$ cat config.mk
export PLATFORM = sky130hd
export DESIGN_NAME = aperture_xlate
export DESIGN_NICKNAME = d
export VERILOG_FILES = /design/src/rtl/apx_pkg.sv /design/src/rtl/apx_index.sv /design/src/rtl/apx_directory.sv /design/src/rtl/apx_tcache.sv /design/src/rtl/apx_walker.sv /design/src/rtl/aperture_xlate.sv
export SDC_FILE = /design/constraint.sdc
export NUM_CORES = 2
export LEC_CHECK = 0
export BUFFER_PORTS_ARGS = -buffer_cell sky130_fd_sc_hd__clkbuf_2
export CORE_ASPECT_RATIO = 0.6
export CORE_MARGIN = 4
export CORE_UTILIZATION = 25
export CTS_CLUSTER_DIAMETER = 200
export DETAILED_ROUTE_END_ITERATION = 7
export GPL_TIMING_DRIVEN = 0
export SLEW_MARGIN = 20
export SYNTH_ARGS = -nofsm -noshare
export SYNTH_HDL_FRONTEND = slang
export SYNTH_SLANG_ARGS = --single-unit
export TNS_END_PERCENT = 20
$ cat constraint.sdc
create_clock -name clk -period 2.4 [get_ports clk]
set_clock_uncertainty 0.05 [all_clocks]
set_input_delay 0.24 -clock clk [delete_from_list [all_inputs] [get_ports clk]]
set_output_delay 0.24 -clock clk [all_outputs]
set_load 0.1 [all_outputs]
$ cat src/rtl/apx_pkg.sv
package apx_pkg;

   localparam int unsigned ADDR_W      = 32;
   localparam int unsigned PAGE_OFF_W  = 12;
   localparam int unsigned FRAME_W     = ADDR_W - PAGE_OFF_W;
   localparam int unsigned ENT_IDX_W   = 10;
   localparam int unsigned DIR_LSB     = PAGE_OFF_W + ENT_IDX_W;
   localparam int unsigned DIR_HI_W    = ADDR_W - DIR_LSB;
   localparam int unsigned REG_SLOT_W  = 6;
   localparam int unsigned PRESENT_BIT = 8;
   localparam int unsigned SIZE_W      = 8;

   typedef enum logic [1:0] {
      WK_IDLE  = 2'd0,
      WK_FETCH = 2'd1,
      WK_WAIT  = 2'd2
   } walk_state_e;

   // slots in use for a size code (entries / 1024)
   function automatic logic [REG_SLOT_W:0] slots_for_code(input logic [SIZE_W-1:0] code);
      logic [REG_SLOT_W:0] n;
      case (code)
         8'd0:    n = 7'd64;
         8'd32:   n = 7'd32;
         8'd48:   n = 7'd16;
         8'd56:   n = 7'd8;
         default: n = 7'd0;
      endcase
      return n;
   endfunction

endpackage

$ cat src/rtl/apx_index.sv
module apx_index
   import apx_pkg::*;
#(
   parameter int unsigned SLOTS = 64
) (
   input  logic [ADDR_W-1:0]       req_addr,
   input  logic [ADDR_W-1:0]       ap_base,
   input  logic [SIZE_W-1:0]       ap_size_code,
   output logic [$clog2(SLOTS)-1:0] slot,
   output logic                    in_range
);

   localparam int unsigned SLOT_W = $clog2(SLOTS);

   logic [DIR_HI_W-1:0]   addr_hi, base_hi, diff;
   logic [REG_SLOT_W:0]   used_code;
   logic [DIR_HI_W-1:0]   used;

   assign addr_hi   = req_addr[ADDR_W-1:DIR_LSB];
   assign base_hi   = ap_base[ADDR_W-1:DIR_LSB];
   assign diff      = addr_hi - base_hi;
   assign used_code = slots_for_code(ap_size_code);

   // clamp slots in use to what the directory holds
   always_comb begin
      if (32'(used_code) > SLOTS) used = DIR_HI_W'(SLOTS);
      else                        used = DIR_HI_W'(used_code);
   end

   assign in_range = (addr_hi >= base_hi) && (diff < used);
   assign slot     = diff[SLOT_W-1:0];

   logic unused_idx;
   assign unused_idx = ^{req_addr[DIR_LSB-1:0], ap_base[DIR_LSB-1:0]};

endmodule

$ cat src/rtl/apx_directory.sv
module apx_directory
   import apx_pkg::*;
#(
   parameter int unsigned SLOTS = 64
) (
   input  logic                     clk,
   input  logic                     rst_n,
   input  logic                     wr_en,
   input  logic [ADDR_W-1:0]        wr_data,
   input  logic [$clog2(SLOTS)-1:0] rd_slot,
   output logic                     rd_present,
   output logic [FRAME_W-1:0]       rd_frame
);

   localparam int unsigned SLOT_W = $clog2(SLOTS);

   generate
      if (SLOTS < 2 || SLOTS > 64 || (SLOTS & (SLOTS - 1)) != 0) begin : g_bad_slots
         $error("apx_directory: SLOTS must be a power of two from 2 to 64");
      end
   endgenerate

   logic [SLOTS-1:0]   present_q;
   logic [FRAME_W-1:0] frame_q [SLOTS];
   logic [REG_SLOT_W-1:0] wr_idx;
   logic                  wr_in_range;

   assign wr_idx = wr_data[REG_SLOT_W-1:0];

   generate
      if (SLOTS == (1 << REG_SLOT_W)) begin : g_full
         assign wr_in_range = 1'b1;
      end else begin : g_part
         assign wr_in_range = (wr_idx[REG_SLOT_W-1:SLOT_W] == '0);
      end
   endgenerate

   always_ff @(posedge clk or negedge rst_n) begin
      if (!rst_n) begin
         present_q <= '0;
         for (int s = 0; s < SLOTS; s++) frame_q[s] <= '0;
      end else if (wr_en && wr_in_range) begin
         present_q[wr_idx[SLOT_W-1:0]] <= wr_data[PRESENT_BIT];
         frame_q[wr_idx[SLOT_W-1:0]]   <= wr_data[ADDR_W-1:PAGE_OFF_W];
      end
   end

   assign rd_present = present_q[rd_slot];
   assign rd_frame   = frame_q[rd_slot];

   logic unused_dir;
   assign unused_dir = ^{wr_data[PAGE_OFF_W-1:PRESENT_BIT+1], wr_data[PRESENT_BIT-1:REG_SLOT_W]};

   // a present write loads its slot
   a_r2_slot_loaded: assert property (@(posedge clk) disable iff (!rst_n)
      wr_en && wr_in_range && wr_data[PRESENT_BIT]
      |=> present_q[$past(wr_idx[SLOT_W-1:0])]
          && frame_q[$past(wr_idx[SLOT_W-1:0])] == $past(wr_data[ADDR_W-1:PAGE_OFF_W]));

   // a write with present clear empties its slot
   a_r3_slot_cleared: assert property (@(posedge clk) disable iff (!rst_n)
      wr_en && wr_in_range && !wr_data[PRESENT_BIT]
      |=> !present_q[$past(wr_idx[SLOT_W-1:0])]);

endmodule

$ cat src/rtl/apx_tcache.sv
module apx_tcache
   import apx_pkg::*;
#(
   parameter int unsigned WAYS = 4
) (
   input  logic               clk,
   input  logic               rst_n,
   input  logic               flush,
   input  logic [FRAME_W-1:0] lk_tag,
   output logic               hit,
   output logic [FRAME_W-1:0] hit_frame,
   input  logic               fill_en,
   input  logic [FRAME_W-1:0] fill_tag,
   input  logic [FRAME_W-1:0] fill_frame
);

   localparam int unsigned PTR_W = $clog2(WAYS);

   generate
      if (WAYS < 2 || (WAYS & (WAYS - 1)) != 0) begin : g_bad_ways
         $error("apx_tcache: WAYS must be a power of two of at least 2");
      end
   endgenerate

   logic [WAYS-1:0]    valid_q;
   logic [FRAME_W-1:0] tag_q   [WAYS];
   logic [FRAME_W-1:0] frame_q [WAYS];
   logic [PTR_W-1:0]   ptr_q;
   logic [WAYS-1:0]    hit_vec;

   generate
      for (genvar w = 0; w < WAYS; w++) begin : g_way
         assign hit_vec[w] = valid_q[w] && (tag_q[w] == lk_tag);
      end
   endgenerate

   always_comb begin
      hit_frame = '0;
      for (int w = 0; w < WAYS; w++) begin
         if (hit_vec[w]) hit_frame = hit_frame | frame_q[w];
      end
   end
   assign hit = |hit_vec;

   always_ff @(posedge clk or negedge rst_n) begin
      if (!rst_n) begin
         valid_q <= '0;
         ptr_q   <= '0;
         for (int w = 0; w < WAYS; w++) begin
            tag_q[w]   <= '0;
            frame_q[w] <= '0;
         end
      end else if (flush) begin
         valid_q <= '0;
         ptr_q   <= '0;
      end else if (fill_en) begin
         valid_q[ptr_q] <= 1'b1;
         tag_q[ptr_q]   <= fill_tag;
         frame_q[ptr_q] <= fill_frame;
         ptr_q          <= ptr_q + 1'b1;
      end
   end

   // a page sits in at most one way
   a_r7_unique_hit: assert property (@(posedge clk) disable iff (!rst_n)
      $onehot0(hit_vec));

   // invalidation empties every way
   a_r9_flush_clears: assert property (@(posedge clk) disable iff (!rst_n)
      flush |=> valid_q == '0);

endmodule

$ cat src/rtl/apx_walker.sv
module apx_walker
   import apx_pkg::*;
(
   input  logic               clk,
   input  logic               rst_n,
   input  logic               req_valid,
   output logic               req_ready,
   input  logic [ADDR_W-1:0]  req_addr,
   input  logic               hit,
   input  logic [FRAME_W-1:0] hit_frame,
   input  logic               in_range,
   input  logic               dir_present,
   input  logic [FRAME_W-1:0] dir_frame,
   output logic               mem_req_valid,
   input  logic               mem_req_ready,
   output logic [ADDR_W-1:0]  mem_req_addr,
   input  logic               mem_rsp_valid,
   input  logic [ADDR_W-1:0]  mem_rsp_data,
   output logic               rsp_valid,
   output logic [ADDR_W-1:0]  rsp_addr,
   output logic               rsp_fault,
   output logic               fill_en,
   output logic [FRAME_W-1:0] fill_tag,
   output logic [FRAME_W-1:0] fill_frame
);

   walk_state_e       st_q;
   logic [ADDR_W-1:0] va_q, fa_q, ra_q;
   logic              rv_q, rf_q;
   logic              got;

   assign req_ready     = (st_q == WK_IDLE);
   assign mem_req_valid = (st_q == WK_FETCH);
   assign mem_req_addr  = fa_q;
   assign got           = (st_q == WK_WAIT) && mem_rsp_valid;
   assign fill_en       = got && mem_rsp_data[0];
   assign fill_tag      = va_q[ADDR_W-1:PAGE_OFF_W];
   assign fill_frame    = mem_rsp_data[ADDR_W-1:PAGE_OFF_W];

   always_ff @(posedge clk or negedge rst_n) begin
      if (!rst_n) begin
         st_q <= WK_IDLE;
         va_q <= '0;
         fa_q <= '0;
         ra_q <= '0;
         rv_q <= 1'b0;
         rf_q <= 1'b0;
      end else begin
         rv_q <= 1'b0;
         case (st_q)
            WK_IDLE: begin
               if (req_valid) begin
                  if (hit) begin
                     rv_q <= 1'b1;
                     rf_q <= 1'b0;
                     ra_q <= {hit_frame, req_addr[PAGE_OFF_W-1:0]};
                  end else if (!in_range || !dir_present) begin
                     rv_q <= 1'b1;
                     rf_q <= 1'b1;
                     ra_q <= '0;
                  end else begin
                     va_q <= req_addr;
                     fa_q <= {dir_frame, req_addr[DIR_LSB-1:PAGE_OFF_W], 2'b00};
                     st_q <= WK_FETCH;
                  end
               end
            end
            WK_FETCH: begin
               if (mem_req_ready) st_q <= WK_WAIT;
            end
            WK_WAIT: begin
               if (mem_rsp_valid) begin
                  rv_q <= 1'b1;
                  rf_q <= !mem_rsp_data[0];
                  ra_q <= mem_rsp_data[0]
                          ? {mem_rsp_data[ADDR_W-1:PAGE_OFF_W], va_q[PAGE_OFF_W-1:0]}
                          : '0;
                  st_q <= WK_IDLE;
               end
            end
            default: st_q <= WK_IDLE;
         endcase
      end
   end

   assign rsp_valid = rv_q;
   assign rsp_addr  = ra_q;
   assign rsp_fault = rf_q;

   logic unused_wk;
   assign unused_wk = ^{req_addr[ADDR_W-1:DIR_LSB], va_q[DIR_LSB-1:PAGE_OFF_W],
                        mem_rsp_data[PAGE_OFF_W-1:1]};

   // an unaccepted read holds its address
   a_r8_hold_read: assert property (@(posedge clk) disable iff (!rst_n)
      mem_req_valid && !mem_req_ready |=> mem_req_valid && $stable(mem_req_addr));

   // a cache hit answers on the next cycle without fault
   a_r7_hit_next: assert property (@(posedge clk) disable iff (!rst_n)
      req_valid && req_ready && hit |=> rsp_valid && !rsp_fault);

   // an entry with bit 0 clear yields a fault
   a_r6_invalid_entry: assert property (@(posedge clk) disable iff (!rst_n)
      got && !mem_rsp_data[0] |=> rsp_valid && rsp_fault);

   // faults carry a zero address
   a_r11_fault_zero: assert property (@(posedge clk) disable iff (!rst_n)
      rsp_valid && rsp_fault |-> rsp_addr == '0);

endmodule

$ cat src/rtl/aperture_xlate.sv
module aperture_xlate
   import apx_pkg::*;
#(
   parameter int unsigned DIR_SLOTS  = 64,
   parameter int unsigned CACHE_WAYS = 4,
   parameter int unsigned FLUSH_BIT  = 7
) (
   input  logic                clk,
   input  logic                rst_n,
   input  logic [ADDR_W-1:0]   ap_base,
   input  logic [SIZE_W-1:0]   ap_size_code,
   input  logic                dir_wr_en,
   input  logic [ADDR_W-1:0]   dir_wr_data,
   input  logic                ctl_wr_en,
   input  logic [ADDR_W-1:0]   ctl_wr_data,
   input  logic                req_valid,
   output logic                req_ready,
   input  logic [ADDR_W-1:0]   req_addr,
   output logic                mem_req_valid,
   input  logic                mem_req_ready,
   output logic [ADDR_W-1:0]   mem_req_addr,
   input  logic                mem_rsp_valid,
   input  logic [ADDR_W-1:0]   mem_rsp_data,
   output logic                rsp_valid,
   output logic [ADDR_W-1:0]   rsp_addr,
   output logic                rsp_fault
);

   localparam int unsigned SLOT_W = $clog2(DIR_SLOTS);

   generate
      if (FLUSH_BIT >= ADDR_W) begin : g_bad_flush
         $error("aperture_xlate: FLUSH_BIT outside the control word");
      end
   endgenerate

   logic [SLOT_W-1:0]  slot;
   logic               in_range, dir_present, hit, fill_en;
   logic [FRAME_W-1:0] dir_frame, hit_frame, fill_tag, fill_frame;
   logic               ctl_bit_q, flush;

   // flush on a set bit that follows a write with the bit clear
   assign flush = ctl_wr_en && ctl_wr_data[FLUSH_BIT] && !ctl_bit_q;

   always_ff @(posedge clk or negedge rst_n) begin
      if (!rst_n)         ctl_bit_q <= 1'b1;
      else if (ctl_wr_en) ctl_bit_q <= ctl_wr_data[FLUSH_BIT];
   end

   logic unused_ctl;
   assign unused_ctl = ^ctl_wr_data;

   apx_index #(.SLOTS(DIR_SLOTS)) index_i (
      .req_addr     (req_addr),
      .ap_base      (ap_base),
      .ap_size_code (ap_size_code),
      .slot         (slot),
      .in_range     (in_range)
   );

   apx_directory #(.SLOTS(DIR_SLOTS)) dir_i (
      .clk        (clk),
      .rst_n      (rst_n),
      .wr_en      (dir_wr_en),
      .wr_data    (dir_wr_data),
      .rd_slot    (slot),
      .rd_present (dir_present),
      .rd_frame   (dir_frame)
   );

   apx_tcache #(.WAYS(CACHE_WAYS)) cache_i (
      .clk        (clk),
      .rst_n      (rst_n),
      .flush      (flush),
      .lk_tag     (req_addr[ADDR_W-1:PAGE_OFF_W]),
      .hit        (hit),
      .hit_frame  (hit_frame),
      .fill_en    (fill_en),
      .fill_tag   (fill_tag),
      .fill_frame (fill_frame)
   );

   apx_walker walk_i (
      .clk           (clk),
      .rst_n         (rst_n),
      .req_valid     (req_valid),
      .req_ready     (req_ready),
      .req_addr      (req_addr),
      .hit           (hit),
      .hit_frame     (hit_frame),
      .in_range      (in_range),
      .dir_present   (dir_present),
      .dir_frame     (dir_frame),
      .mem_req_valid (mem_req_valid),
      .mem_req_ready (mem_req_ready),
      .mem_req_addr  (mem_req_addr),
      .mem_rsp_valid (mem_rsp_valid),
      .mem_rsp_data  (mem_rsp_data),
      .rsp_valid     (rsp_valid),
      .rsp_addr      (rsp_addr),
      .rsp_fault     (rsp_fault),
      .fill_en       (fill_en),
      .fill_tag      (fill_tag),
      .fill_frame    (fill_frame)
   );

   // no new request is taken while a read is pending
   a_r10_one_outstanding: assert property (@(posedge clk) disable iff (!rst_n)
      mem_req_valid |-> !req_ready);

endmodule

* Word-level counts from Yosys, hierarchy flattened
Cells that the tools add are included.
** Word-level totals
- Register bits after elaboration :: 1609
- Input bits :: 175
- Output and inout port bits :: 68
- Logic and storage cells :: 198
** Cells by class
- Add/subtract/negate cells :: 2
- Order comparisons :: 13
- Equality and inequality tests :: 15
- Muxes and demuxes :: 49
- Bitwise logic cells :: 10
- Reductions and logical operators :: 27
** Operators with widths (count)
- bitwise mux 1280 bit :: 1
- bitwise mux 80 bit :: 2
- 2-to-1 mux 20 bit :: 8
- 2-to-1 mux 32 bit :: 5
- binary-select mux 20 bit (select 6 bit) :: 1
- demux 20 bit (select 6 bit) :: 1
- equality test 20 bit :: 4
- bitwise mux 64 bit :: 1
- one-hot mux 32 bit (2 select lines) :: 1
- OR 20 bit :: 3
- demux 20 bit (select 2 bit) :: 1
- one-hot mux 7 bit (4 select lines) :: 1
- equality test 8 x 6 -> 1 bit (second input constant) :: 3
- greater-or-equal comparator 7 bit (second input constant) :: 2
- less-than comparator 6 x 7 -> 1 bit (second input constant) :: 2
- 2-to-1 mux 2 bit :: 7
- inverter 6 -> 7 bit :: 2
- logical AND 1 bit :: 13
- 2-to-1 mux 1 bit :: 11
- greater-or-equal comparator 10 bit :: 1
- less-than comparator 10 x 7 -> 1 bit :: 1
- subtractor 10 bit :: 1
- logical NOT 8 bit :: 1
- 2-to-1 mux 4 bit :: 2
- 30 further kinds :: 41

* Longest topological paths before layout
- Depth in word-level cells :: 12
- Depth in mapped cells :: 21
- Gate-level depth less buffers :: 16

* By module
From an unflattened synthesis, not the netlist that was laid out.
** Second synthesis, totals
- Cell total of the unflattened synthesis :: 4978
- Area total of the unflattened synthesis :: 74483.9 µm²
** By module, submodules not included
- apx_directory :: instances 1, cells an instance 3916, area each 61276.3 µm², seq. area each 33632.3 µm²
- apx_tcache :: instances 1, cells an instance 608, area each 8072.7 µm², seq. area each 4154.0 µm²
- apx_walker :: instances 1, cells an instance 358, area each 4398.0 µm², seq. area each 2202.1 µm²
- apx_index :: instances 1, cells an instance 93, area each 685.7 µm², seq. area each 0.0 µm²
- aperture_xlate :: instances 1, cells an instance 3, area each 51.3 µm², seq. area each 26.3 µm²

* Worst setup path after synthesis
No wires, ideal clock.
- Kind :: input-to-reg
- From :: in req_addr[22]
- To :: reg walk_i.fa_q[13] (netlist: walk_i.mem_req_addr[13])
- Library setup time :: 0.126 ns
- Arrival time :: 4.011 ns
- Required time :: 2.224 ns
- Slack :: -1.787 ns
- Stages on the path :: 20
- Path buffers :: 5
- Cells stage by stage :: buf_2 > inv_1 > ha_1 > fa_1 > nand2b_1 > a21oi_1 > nor2_1 > or2_2 > clkbuf_1 > clkinv_1 > clkbuf_1 > ha_1 > o21a_1 > o221ai_1 > nand2_1 > nor4_2 > and4bb_1 > buf_4 > buf_6 > mux2_4
** On the way
- Word-level cells in the longest chain between the ends :: 7
- Elaborated cells on any way between the ends :: 25
- Classes of those cells :: 1 x add/sub; 2 x order compare; 4 x eq/ne; 5 x mux; 3 x bitwise; 10 x reduce/logical
** Ends and longest elaborated chain
- start, declared :: line aperture_xlate.sv:18 : input logic [ADDR_W-1:0] req_addr,
- subtractor 10 bit :: line apx_index.sv:21 : assign diff = addr_hi - base_hi;
- binary-select mux 1 bit (select 6 bit) or less-than comparator 10 x 7 -> 1 bit (tied branches) :: line apx_directory.sv:48, apx_index.sv:30
- 2-to-1 mux 1 bit (implied by the code) or logical AND 1 bit (tied branches) :: line apx_directory.sv:48, apx_index.sv:30
- logical NOT 1 bit :: line apx_walker.sv:57 : end else if (!in_range || !dir_present) begin
- logical OR 1 bit :: line apx_walker.sv:57
- inverter 1 bit (no source line)
- AND reduction 4 bit (no source line)
- end signal, assigned :: line apx_walker.sv:63 : fa_q <= {dir_frame, req_addr[DIR_LSB-1:PAGE_OFF_W], 2'b00};
- end, declared :: line apx_walker.sv:28 : logic [ADDR_W-1:0] va_q, fa_q, ra_q;
Parallel ways exist; a longest one is shown, timed or not. The select of a mux whose other input is x is not followed.
A chain may end at the register's enable or synchronous reset.

* Final worst setup path
- From :: in req_addr[22]
- To :: reg walk_i.ra_q[20] (netlist: walk_i.rsp_addr[20])
** On the way
- Word-level cells in the longest chain between the ends :: 12
- Elaborated cells on any way between the ends :: 30
- Classes of those cells :: 1 x add/sub; 2 x order compare; 5 x eq/ne; 9 x mux; 3 x bitwise; 10 x reduce/logical
** Ends and longest elaborated chain
- parallel branches: the longest is 12 deep, another holds subtractor 10 bit
- end signal, assigned :: line apx_walker.sv:56 : ra_q <= {hit_frame, req_addr[PAGE_OFF_W-1:0]};
- end signal, assigned :: line apx_walker.sv:75 : ra_q <= mem_rsp_data[0]
- end, declared :: line apx_walker.sv:28
Several ways; the timed one is not identified. The select of a mux whose other input is x is not followed.

==> PnR_summary.wiki <==
{| class="wikitable"
! Metric !! Value
|-
| Status || finished with violations
|-
| Violations in the final reports || hold timing, setup timing
|-
| Synth Cell Area || 73000 um^2
|-
| Later-pin clock latency in the skew report || 0.83 ns
|-
| Post-synth EDFFs || 0
|-
| Initial antenna violation count || 35
|-
| Number of unique standard cell types used by synthesis || 55
|-
| Post-Syn Area per Cell || 15.8 um^2
|-
| Minimum clock period || 3.23 ns
|-
| Transition time at the pin with the least slew margin || 1.19 ns
|-
| Share of synthesized area spent on multiplexers || between 30% and 40%
|-
| Fmax || 0.310 GHz
|-
| Die Span X || 705 um
|-
| CTS tree || yes
|-
| Residual antenna-violating net count after detailed routing || 0
|-
| First-pass GRT wire length || 326000 um
|-
| Fin. Hold Viols || 348
|-
| Starting density of the core || 25.2%
|-
| Worst vdd rail ir drop || between 0.5 and 0.6 mV
|-
| Layout Area Growth over Synthesis || 18.9%
|-
| Number of global-route vias before repair || about 45000
|-
| Post-CTS Hold Buffers || 69
|-
| Synthesized-area fraction occupied by and/or/nand/nor cells || 1.88%
|-
| Setup WS post-layout || -0.831 ns
|-
| Area inside the core boundary || 290000 um^2
|-
| CP delay by family, top || multiplexers
|-
| Main synth FF type || sky130_fd_sc_hd__dfrtp_1
|-
| Share of layout cells above drive strength 1 || 51.4%
|-
| Synthesized-area fraction occupied by xor and xnor cells || 1.02%
|-
| Final cycle utilization of the critical path || 135%
|-
| Number of I/O pins || around 240
|-
| DRC Markers || 0
|-
| Synthesized flop and latch total || between 1500 and 2000
|-
| Die height || between 400 and 500 um
|-
| CTS HTree Levels || 4
|-
| Detailed Routing Iterations Pass 1 || 7
|-
| Power per unit of standard cell area || between 800 and 900 nW/um^2
|-
| Synth top area cells || sky130_fd_sc_hd__dfrtp_1 55%, sky130_fd_sc_hd__mux2_2 23%, sky130_fd_sc_hd__mux4_2 13%
|-
| Post-placement setup slack || -3.42 ns
|-
| Compound-Gate Fraction of Synth Area || 1.23%
|-
| Iteration-0 DRC Markers || a little under 4000
|-
| Max-cap violation count || 0
|-
| Warning count from the yosys run || 0
|-
| Worst path cell trace || buf_12 -> inv_4 -> ha_4 -> fa_2 -> buf_12 -> clkbuf_16 -> mux4_2 -> mux4_2 -> nand2b_1 -> o2bb2ai_4 -> a311oi_4 -> buf_6 -> buf_12 -> mux2_4
|-
| Endpoint arrival time on the critical path || roughly 3.9 ns
|-
| Detailed-route vias per instance || about 4.8
|-
| Clock-pin transition on the worst setup and hold timing paths || 0.06 ns
|-
| Async set-reset flop share out of synthesis || 100%
|-
| GRT Overall Usage || 14.7%
|-
| Area fraction of the dominant cell type after synthesis || 54.8%
|-
| DP Wirelength || about 160000 um
|-
| Cell leakage power || a little under 40 nW
|-
| Count of final setup violators || approximately 250
|-
| Number of clock buffers inserted by TritonCTS || approximately 170
|-
| Cell at the root of the clock tree || sky130_fd_sc_hd__clkbuf_16
|-
| Gp weighted congestion || 0.985
|-
| Remaining Overflow, GRT || 0
|-
| Synth Instances || 4616
|-
| Classification of the worst-slack hold path || input pin to asynchronous set/reset pin
|-
| Crit-path max cell delay || 0.57 ns
|-
| Port buffer count || around 140
|-
| Num Clock Sinks || 1599
|-
| Proportion of synthesized chip area in sequential cells || 54.8%
|-
| Req. time, crit path || 3.01 ns
|-
| Total Die Area || 301000 um^2
|-
| Total length of routed wires || ~230000 um
|-
| Most area-hungry cell type in the Yosys netlist || sky130_fd_sc_hd__dfrtp_1
|-
| Startpoint kind of the worst setup timing path || input pin
|-
| Dominant combinational cell family by area after synthesis || multiplexers
|-
| Vias post-DR || around 44000
|-
| Buffering stage count on the worst path with inverters included || 6
|-
| Count of standard-cell rows || 153
|-
| Worst Hold Slack || -0.200 ns
|-
| Adder-Cell Fraction of Synth Area || 0.319%
|-
| Highest net fanout along the worst path || 7
|-
| Pin count of the biggest net entering global routing || 97
|-
| Post-layout nets || 5236
|-
| Setup repair after global routing missed its margin || yes
|-
| Final count of pins violating max slew || 0
|-
| Slowest-stage cell, CP || sky130_fd_sc_hd__mux4_2
|-
| Dominant cell type by count on the critical path || sky130_fd_sc_hd__buf_12
|-
| Critical Path End Type || register
|-
| Buffer depth of the longest clock path || 4
|-
| Critical Setup Path Class || input pin to register
|-
| Slew Limit Headroom || 20.4%
|-
| Wirelength per Cell || about 25 um
|}
==> cell usage in the layout (no fill, tap or decap), types with 13 or more instances in the layout <==
cell	Yosys	layout
sky130_fd_sc_hd__dlygate4sd3_1	0	63
sky130_fd_sc_hd__buf_1	100	84
sky130_fd_sc_hd__xor2_1	61	56
sky130_fd_sc_hd__bufinv_16	0	17
sky130_fd_sc_hd__buf_12	0	13
sky130_fd_sc_hd__dfrtp_1	1598	1598
sky130_fd_sc_hd__xnor2_1	24	23
sky130_fd_sc_hd__nand2_1	145	145
sky130_fd_sc_hd__buf_16	0	26
sky130_fd_sc_hd__o21ai_0	26	25
sky130_fd_sc_hd__clkbuf_16	0	174
sky130_fd_sc_hd__clkbuf_1	264	248
sky130_fd_sc_hd__inv_1	21	18
sky130_fd_sc_hd__a22o_1	32	32
sky130_fd_sc_hd__and3_1	22	22
sky130_fd_sc_hd__clkinv_2	0	18
sky130_fd_sc_hd__mux2_2	1512	1512
sky130_fd_sc_hd__buf_2	62	46
sky130_fd_sc_hd__diode_2	0	19
sky130_fd_sc_hd__a31oi_1	22	22
sky130_fd_sc_hd__nor2_1	63	61
sky130_fd_sc_hd__mux4_2	410	413
sky130_fd_sc_hd__buf_4	14	46
sky130_fd_sc_hd__buf_6	9	17
sky130_fd_sc_hd__clkbuf_8	0	60
sky130_fd_sc_hd__clkbuf_2	5	161
sky130_fd_sc_hd__a221oi_1	20	20
sky130_fd_sc_hd__mux2_4	78	78
==> per-stage QoR <==
step | utilization [%] | cells | area (um^2) | setup TNS [ns] | total power (W)
after floorplan | - | 4617 | 73100 | -102.52 | 0.0399
after global placement | 27.1 | 8631 | 78600 | - | 0.0443
after detailed placement | 27.3 | 8650 | 79200 | -955.54 | 0.0448
after CTS | 29.8 | 9032 | 86500 | -66.36 | 0.0725
after global routing | 29.9 | 9043 | 86700 | -94.53 | 0.0750
final | 29.9 | 9058 | 86800 | -82.15 | 0.0721
==> power breakdown <==
group	total, W	switching, W	internal, W
registers	0.0319	0.00173	0.0302
logic	0.0131	0.00689	0.00621
clock network	0.0271	0.0111	0.0160
==> final timing paths <==
| kind | startpoint | to | slack (ns) | cells after the start |
|---|---|---|---|---|
| max | req_addr[22] | walk_i.rsp_addr[20] | -0.83 | 14 |
| min | rst_n | dir_i.frame_q[297] | -0.20 | 6 |
| max reg2reg | cache_i.tag_q[34] | walk_i.rsp_addr[20] | -0.76 | 11 |
| min reg2reg | dir_i.frame_q[153] | dir_i.frame_q[153] | 0.45 | 1 |
| max in group asynchronous | rst_n | dir_i.frame_q[744] | 0.14 | 10 |
| min in group clk | dir_wr_data[4] | dir_i.frame_q[899] | 0.10 | 4 |
==> sequential cells by signal, indices dropped and copies added (netlist names) <==
name                 flops
walk_i.rsp_fault         1
cache_i.ptr_q            2
dir_i.present_q         64
cache_i.tag_q           80
cache_i.valid_q          4
walk_i.rsp_addr         32
walk_i.st_q              2
walk_i.rsp_valid         1
ctl_bit_q                1
cache_i.frame_q         80
walk_i.mem_req_addr     20
dir_i.frame_q         1280
walk_i.va_q             32
==> cell families after synthesis <==
kind of cell,Yosys count
xor+xnor,85
buf+inv,476
compound gates,122
fa+ha+maj,18
other cells,1
mux,2013
simple gates,302
flops,1599
==> metal layers <==
layer / share of wire [%] / vias up / wire (um) / global-route usage [%]
met4: 2.0 / 0 / 4520 / 3.02
met2: 39 / 1417 / 88400 / 19.3
met3: 10 / 263 / 23200 / 5.57
met1: 49 / 24100 / 109000 / 22.5
li1: - / 17900 / - / -
met5: 0 / - / 0 / 0
==> cell usage after synthesis, drive strengths merged, types with 24 or more instances <==
cell	instances
a22o	32
buf	185
clkbuf	269
dfrtp	1598
mux2	1590
mux4	419
nand2	145
nor2	63
o21ai	26
xnor2	24
xor2	61
==> repair_timing <==
item / 4_1_cts / 5_1_grt
setup buffers: 23 / 6
pin swaps: 15 / 10
gates resized for setup: 176 / 45
endpoints found under the hold margin: 563 / 348
setup endpoints to repair: 247 / 457
gates cloned: 4 / 4
==> tightest hold or removal path, delay by kind of cell <==
family                 cells  cell delay, ns
buffers and inverters      6            0.82
==> final cells by class <==
| cell class | count | area [um^2] |
|---|---|---|
| timing repair buffer | 262 | 2500 |
| antenna | 19 | 47.5 |
| clock inverter | 48 | 747 |
| sequential | 1599 | 40000 |
| tap | 3875 | 4850 |
| fill | 28500 | 203000 |
| clock buffer | 240 | 4910 |
| multi-input combinational | 2542 | 31300 |
| buffer | 451 | 2340 |
| inverter | 22 | 100 |
(Power assumes the default switching activity.)
